## config.mk

```make
export PLATFORM = sky130hd
export DESIGN_NAME = dbg_stat_reg
export DESIGN_NICKNAME = d
export VERILOG_FILES = /design/src/rtl/dbg_stat_pkg.sv /design/src/rtl/dbg_stat_decode.sv /design/src/rtl/dbg_stat_sticky.sv /design/src/rtl/dbg_stat_strobe.sv /design/src/rtl/dbg_stat_reg.sv
export SDC_FILE = /design/constraint.sdc
export NUM_CORES = 1
export LEC_CHECK = 0
export ABC_AREA = 1
export BUFFER_PORTS_ARGS = -buffer_cell sky130_fd_sc_hd__buf_2
export CORE_MARGIN = 5
export CORE_UTILIZATION = 31
export CTS_CLUSTER_DIAMETER = 120
export CTS_CLUSTER_SIZE = 24
export DETAILED_ROUTE_END_ITERATION = 10
export GPL_TIMING_DRIVEN = 0
export PLACE_DENSITY = 0.78
export SYNTH_ARGS = -nofsm -noshare
export SYNTH_HDL_FRONTEND = slang
export SYNTH_SLANG_ARGS = --single-unit
```

## constraint.sdc

```tcl
create_clock -name clk_i -period 1.19 [get_ports clk_i]
set_input_delay 0 -clock clk_i [delete_from_list [all_inputs] [get_ports clk_i]]
set_output_delay 0 -clock clk_i [all_outputs]
set_load 0.01 [all_outputs]
```

## src/rtl/dbg_stat_pkg.sv

```systemverilog
package dbg_stat_pkg;
  localparam int REG_W    = 64;
  localparam int USED_W   = 7;
  localparam int N_STICKY = 4;

  localparam int B_DSTALL  = 0;
  localparam int B_SUSP    = 1;
  localparam int B_CPUSTL  = 2;
  localparam int B_CTLSTL  = 3;
  localparam int B_DBGACT  = 4;
  localparam int B_STOPCLK = 5;
  localparam int B_RSTEV   = 6;

  // sticky vector index order: {rst, stopclk, dbgact, susp}
  localparam int S_SUSP    = 0;
  localparam int S_DBGACT  = 1;
  localparam int S_STOPCLK = 2;
  localparam int S_RSTEV   = 3;

  typedef struct packed {
    logic unstall;
    logic dmi;
    logic smi;
    logic stopclk;
    logic dstall;
  } act_t;
endpackage

```

## src/rtl/dbg_stat_decode.sv

```systemverilog
module dbg_stat_decode #(
  parameter int ADDR_W = 32,
  parameter logic [ADDR_W-1:0] REG_ADDR = '0
) (
  input  logic              req_i,
  input  logic              we_i,
  input  logic [ADDR_W-1:0] addr_i,
  output logic              rd_hit_o,
  output logic              wr_hit_o
);
  logic hit;
  assign hit      = req_i && (addr_i == REG_ADDR);
  assign rd_hit_o = hit && !we_i;
  assign wr_hit_o = hit && we_i;
endmodule

```

## src/rtl/dbg_stat_sticky.sv

```systemverilog
module dbg_stat_sticky #(
  parameter int N = 4
) (
  input  logic         clk_i,
  input  logic         rst_ni,
  input  logic         load_i,
  input  logic [N-1:0] boot_i,
  input  logic [N-1:0] evt_i,
  input  logic         clr_i,
  output logic [N-1:0] stat_o
);
  for (genvar i = 0; i < N; i++) begin : g_bit
    logic q;
    always_ff @(posedge clk_i or negedge rst_ni) begin
      if (!rst_ni)     q <= 1'b0;
      else if (load_i) q <= boot_i[i] | evt_i[i];
      else if (clr_i)  q <= evt_i[i];  // new event survives the clear
      else             q <= q | evt_i[i];
    end
    assign stat_o[i] = q;


    evt_sets_chk: assert property (@(posedge clk_i) disable iff (!rst_ni)
      evt_i[i] |=> stat_o[i]);

    flag_hold_chk: assert property (@(posedge clk_i) disable iff (!rst_ni)
      (stat_o[i] && !clr_i) |=> stat_o[i]);

    read_clears_chk: assert property (@(posedge clk_i) disable iff (!rst_ni)
      (clr_i && !evt_i[i] && !load_i) |=> !stat_o[i]);
  end
endmodule

```

## src/rtl/dbg_stat_strobe.sv

```systemverilog
module dbg_stat_strobe
  import dbg_stat_pkg::*;
(
  input  logic              clk_i,
  input  logic              rst_ni,
  input  logic              wr_hit_i,
  input  logic [USED_W-1:0] wbits_i,
  input  logic              smi_en_i,
  output act_t              act_o,
  output logic              smi_flag_o
);
  act_t act_q;
  logic flag_q;

  always_ff @(posedge clk_i or negedge rst_ni) begin
    if (!rst_ni) begin
      act_q  <= '0;
      flag_q <= 1'b0;
    end else begin
      act_q.unstall <= wr_hit_i && wbits_i[B_DBGACT];
      act_q.dmi     <= wr_hit_i && wbits_i[B_CTLSTL];
      act_q.smi     <= wr_hit_i && wbits_i[B_CPUSTL] && smi_en_i;
      act_q.stopclk <= wr_hit_i && wbits_i[B_SUSP];
      act_q.dstall  <= wr_hit_i && wbits_i[B_DSTALL];
      flag_q        <= wr_hit_i && wbits_i[B_CPUSTL];
    end
  end

  assign act_o      = act_q;
  assign smi_flag_o = flag_q;


  idle_no_act_chk: assert property (@(posedge clk_i) disable iff (!rst_ni)
    !wr_hit_i |=> (act_o == '0 && !smi_flag_o));

  smi_implies_flag_chk: assert property (@(posedge clk_i) disable iff (!rst_ni)
    act_o.smi |-> smi_flag_o);

  smi_gated_chk: assert property (@(posedge clk_i) disable iff (!rst_ni)
    (wr_hit_i && !smi_en_i) |=> !act_o.smi);

  zero_no_act_chk: assert property (@(posedge clk_i) disable iff (!rst_ni)
    (wr_hit_i && wbits_i[B_DBGACT:B_DSTALL] == '0) |=> (act_o == '0 && !smi_flag_o));
endmodule

```

## src/rtl/dbg_stat_reg.sv

```systemverilog
module dbg_stat_reg
  import dbg_stat_pkg::*;
#(
  parameter int ADDR_W = 32,
  parameter logic [ADDR_W-1:0] REG_ADDR = ADDR_W'(32'h0000_0040)
) (
  input  logic              clk_i,
  input  logic              rst_ni,
  input  logic [N_STICKY-1:0] boot_stat_i,
  input  logic              req_i,
  input  logic              we_i,
  input  logic [ADDR_W-1:0] addr_i,
  input  logic [REG_W-1:0]  wdata_i,
  output logic [REG_W-1:0]  rdata_o,
  input  logic              rst_evt_i,
  input  logic              stopclk_evt_i,
  input  logic              dbg_act_evt_i,
  input  logic              susp_evt_i,
  input  logic              ctl_stall_i,
  input  logic              cpu_stall_i,
  input  logic              dmi_mode_i,
  input  logic              smi_en_i,
  output logic              unstall_o,
  output logic              dmi_req_o,
  output logic              smi_o,
  output logic              smi_flag_set_o,
  output logic              stopclk_req_o,
  output logic              dbg_stall_o
);
  logic rd_hit, wr_hit;
  logic pend_q;
  logic [N_STICKY-1:0] evt, stat;
  logic [REG_W-1:0] rd_val, rdata_q;
  act_t act;
  logic unused_wdata;

  assign unused_wdata = ^wdata_i[REG_W-1:USED_W];

  dbg_stat_decode #(.ADDR_W(ADDR_W), .REG_ADDR(REG_ADDR)) i_decode (
    .req_i(req_i), .we_i(we_i), .addr_i(addr_i),
    .rd_hit_o(rd_hit), .wr_hit_o(wr_hit)
  );

  // first edge after reset release loads bootstrap flags
  always_ff @(posedge clk_i or negedge rst_ni) begin
    if (!rst_ni) pend_q <= 1'b1;
    else         pend_q <= 1'b0;
  end

  always_comb begin
    evt            = '0;
    evt[S_SUSP]    = susp_evt_i;
    evt[S_DBGACT]  = dbg_act_evt_i;
    evt[S_STOPCLK] = stopclk_evt_i;
    evt[S_RSTEV]   = rst_evt_i;
  end

  dbg_stat_sticky #(.N(N_STICKY)) i_sticky (
    .clk_i(clk_i), .rst_ni(rst_ni), .load_i(pend_q), .boot_i(boot_stat_i),
    .evt_i(evt), .clr_i(rd_hit), .stat_o(stat)
  );

  always_comb begin
    rd_val            = '0;
    rd_val[B_RSTEV]   = stat[S_RSTEV];
    rd_val[B_STOPCLK] = stat[S_STOPCLK];
    rd_val[B_DBGACT]  = stat[S_DBGACT];
    rd_val[B_CTLSTL]  = ctl_stall_i;
    rd_val[B_CPUSTL]  = cpu_stall_i;
    rd_val[B_SUSP]    = stat[S_SUSP];
    rd_val[B_DSTALL]  = dmi_mode_i;
  end

  always_ff @(posedge clk_i or negedge rst_ni) begin
    if (!rst_ni)     rdata_q <= '0;
    else if (rd_hit) rdata_q <= rd_val;
  end
  assign rdata_o = rdata_q;

  dbg_stat_strobe i_strobe (
    .clk_i(clk_i), .rst_ni(rst_ni), .wr_hit_i(wr_hit),
    .wbits_i(wdata_i[USED_W-1:0]), .smi_en_i(smi_en_i),
    .act_o(act), .smi_flag_o(smi_flag_set_o)
  );

  assign unstall_o     = act.unstall;
  assign dmi_req_o     = act.dmi;
  assign smi_o         = act.smi;
  assign stopclk_req_o = act.stopclk;
  assign dbg_stall_o   = act.dstall;


  rdata_hold_chk: assert property (@(posedge clk_i) disable iff (!rst_ni)
    !rd_hit |=> $stable(rdata_o));

  live_level_chk: assert property (@(posedge clk_i) disable iff (!rst_ni)
    rd_hit |=> (rdata_o[B_CTLSTL] == $past(ctl_stall_i)) && (rdata_o[B_CPUSTL] == $past(cpu_stall_i)));

  rsvd_zero_chk: assert property (@(posedge clk_i) disable iff (!rst_ni)
    rdata_o[REG_W-1:USED_W] == '0);

  decode_excl_chk: assert property (@(posedge clk_i) disable iff (!rst_ni)
    $onehot0({rd_hit, wr_hit}));
endmodule

```

==> run summary <==
status: finished, final reports clean
compound-cell area share of the yosys netlist: 0.0153
Post-Synth Simple-Gate Area: 0.249
Pins Over Slew Limit: 0
sequential-to-total area share from yosys stat: 0.344
synth warn: 0
total setup buffers inserted after CTS: 0
initial antenna violation count: 0
vias in the first global route: 1195
synthesized area per cell: 7.68 um^2
clk root buf: clkbuf_8
Core Region: 4060 um^2
largest net degree at the start of global routing: 19
H-tree depth: 1
xor and xnor fraction of the mapped netlist area: 0
die area: 5640 um^2
number of flops mapped to enable cells by yosys: 0
Synth Area in Adders: 0
Die Span X: 75.1 um
drt wl/cell: 9.14 um
Area contributors post-synth: buf_4 33%, dfrtp_1 32%, nand2_1 9.2%, nor2_1 6.6%, inv_1 5.1%
min cycle time layout: 0.890 ns
main combinational cell family by area after synthesis: buffers and inverters
Final Cell Area: 2110 um^2
port bufs: 65
clock sinks: 18
post-route ant nets: 0
top cell type's share of synthesized area: 0.326
Power Dens Cells: 730 nW/um^2
TritonCTS clock tree: done
critical path capture point type: flip-flop
Post-CTS Resized: 0
Layout area overhead: 60.4%
initial core utilization: 0.323
crit-path max FO: 8
# IOs: 182
Synth cell types: 17
most numerous cell in the Yosys netlist: buf_4
peak supply drop: 329 uV
TritonCTS Buffers: 3
Clk pin slew, worst setup/hold paths: 0.07 ns
Final Skew: 0.00227 ns
Die Ht: 75.1 um
final hold viol count: 0
Tot Pwr: 1.54 mW
CTS max path bufs: 2
Gate Count Post-Synth: 171
Synth top cells by count: 57 x buf_4, 32 x nand2_1, 23 x nor2_1
Fin Hold WS: 0.0110 ns
clock latency on the worst-skew pair: 0.25 ns
Synth Flop Type: dfrtp_1
leading area contributor after synthesis: buf_4
synthesized cell area: 1310 um^2
nets: 423
Pre-antenna DRT Iters: 4
asr flop ratio synth: 1.00
mux cell area share after synthesis: 0
#FFs+latches synth: 18
Pleak: 1.39 nW
first-pass GRT wire length: 4.98 mm
Cell Area, Placed: 1910 um^2
CP Launch Type: flip-flop
initial drt markers: 36
Peak Freq: 1120 MHz
global-route usage over all layers: 0.113
total grt overflow: 0
gpl congestion: 0.736
MaxCap Viol Count: 0
DR vias/cell: 3.54
setup ws final: 0.300 ns
accumulated negative setup slack: 0 ns
fin crit share: 0.748
Residual DRC: 0
fraction of layout cells with a size suffix above 1: 0.432
antenna diode count: 0
standard-cell rows: 23
via count: 1274
min-delay worst type: in2reg
RSZ-0062 raised after global routing: false
Worst EP arrival: 1.03 ns
WP data required: 1.33 ns
kind of critical path: reg2reg
WL final: 3.29 mm
Setup Viol. Count Final: 0
dpl ws: 0.0590 ns
dpl hpwl: 2.70 mm
==> cell usage in the layout (no fill, tap or decap) <==
master / count
nand4_1: 8
dfstp_2: 1
nand2_2: 1
nand2_1: 32
a21oi_1: 4
nor2_4: 1
nor2_1: 23
dfrtp_1: 17
nand3_2: 1
clkbuf_8: 4
nor2_8: 1
buf_4: 57
nor2_2: 2
buf_2: 65
dlygate4sd3_1: 14
buf_6: 1
inv_1: 18
conb_1: 58
nand3_1: 2
==> stage by stage <==
step,utilization,std cells
after floorplan,-,228
after global placement,0.472,343
after detailed placement,0.472,343
after CTS,0.520,361
after global routing,0.519,360
final,0.519,360
==> layout make-up <==
type                       count  area [um^2]
fill                         402         1950
multi-input combinational    133          564
timing repair buffer          79          465
sequential                    18          452
buffer                        58          439
inverter                      18         67.6
tap                           50         62.6
clock buffer                   4         55.1
==> path summary, 6_finish.rpt <==
path                                  start                   to  slack [ns]  cells after the start
worst min register to register   rdata_o[1]           rdata_o[1]        0.47                      2
worst max-delay path                 pend_q  i_sticky.g_bit[0].q        0.30                      3
max in group asynchronous            rst_ni               pend_q        0.66                      2
worst min-delay path            ctl_stall_i           rdata_o[3]        0.01                      3
min in group asynchronous            rst_ni  i_strobe.smi_flag_o        0.21                      2
worst max register to register       pend_q  i_sticky.g_bit[0].q        0.30                      3
==> sequential cells by signal, summed over array words and instances, names as in the netlist <==
register             count
i_strobe.act_o           5
i_sticky.g_bit.q         4
pend_q                   1
rdata_o                  7
i_strobe.smi_flag_o      1
==> worst max-delay path: stages, from the launching register on <==
cell     delay [ns]
dfstp_2        0.61
nor2_1         0.06
nand2_1        0.06
nand2_1        0.05
==> timing repair <==
action	CTS	global route
endpoints found under the hold margin	27	0
hold buffers	14	0
setup endpoints to repair	0	4
==> kinds of logic after synthesis <==
kind of cell | count (synthesis)
AO/OA/AOI/OAI | 4
buffers and inverters | 77
flip-flops | 18
other | 1
AND/OR/NAND/NOR | 71
==> per-layer routing <==
metal,vias to the layer above,share of wire,routed length [um],GRT usage
met5,-,0,0,0
met3,2,0.11,347,0.0200
met1,532,0.34,1110,0.115
met2,61,0.55,1800,0.225
met4,0,0.010,33,0.0415
li1,679,-,-,-
==> where the power goes <==
part           switching (mW)  internal, mW
sequential            0.00836         0.624
clock                   0.197         0.293
combinational           0.183         0.231
Power figures use the tool's default switching activity.
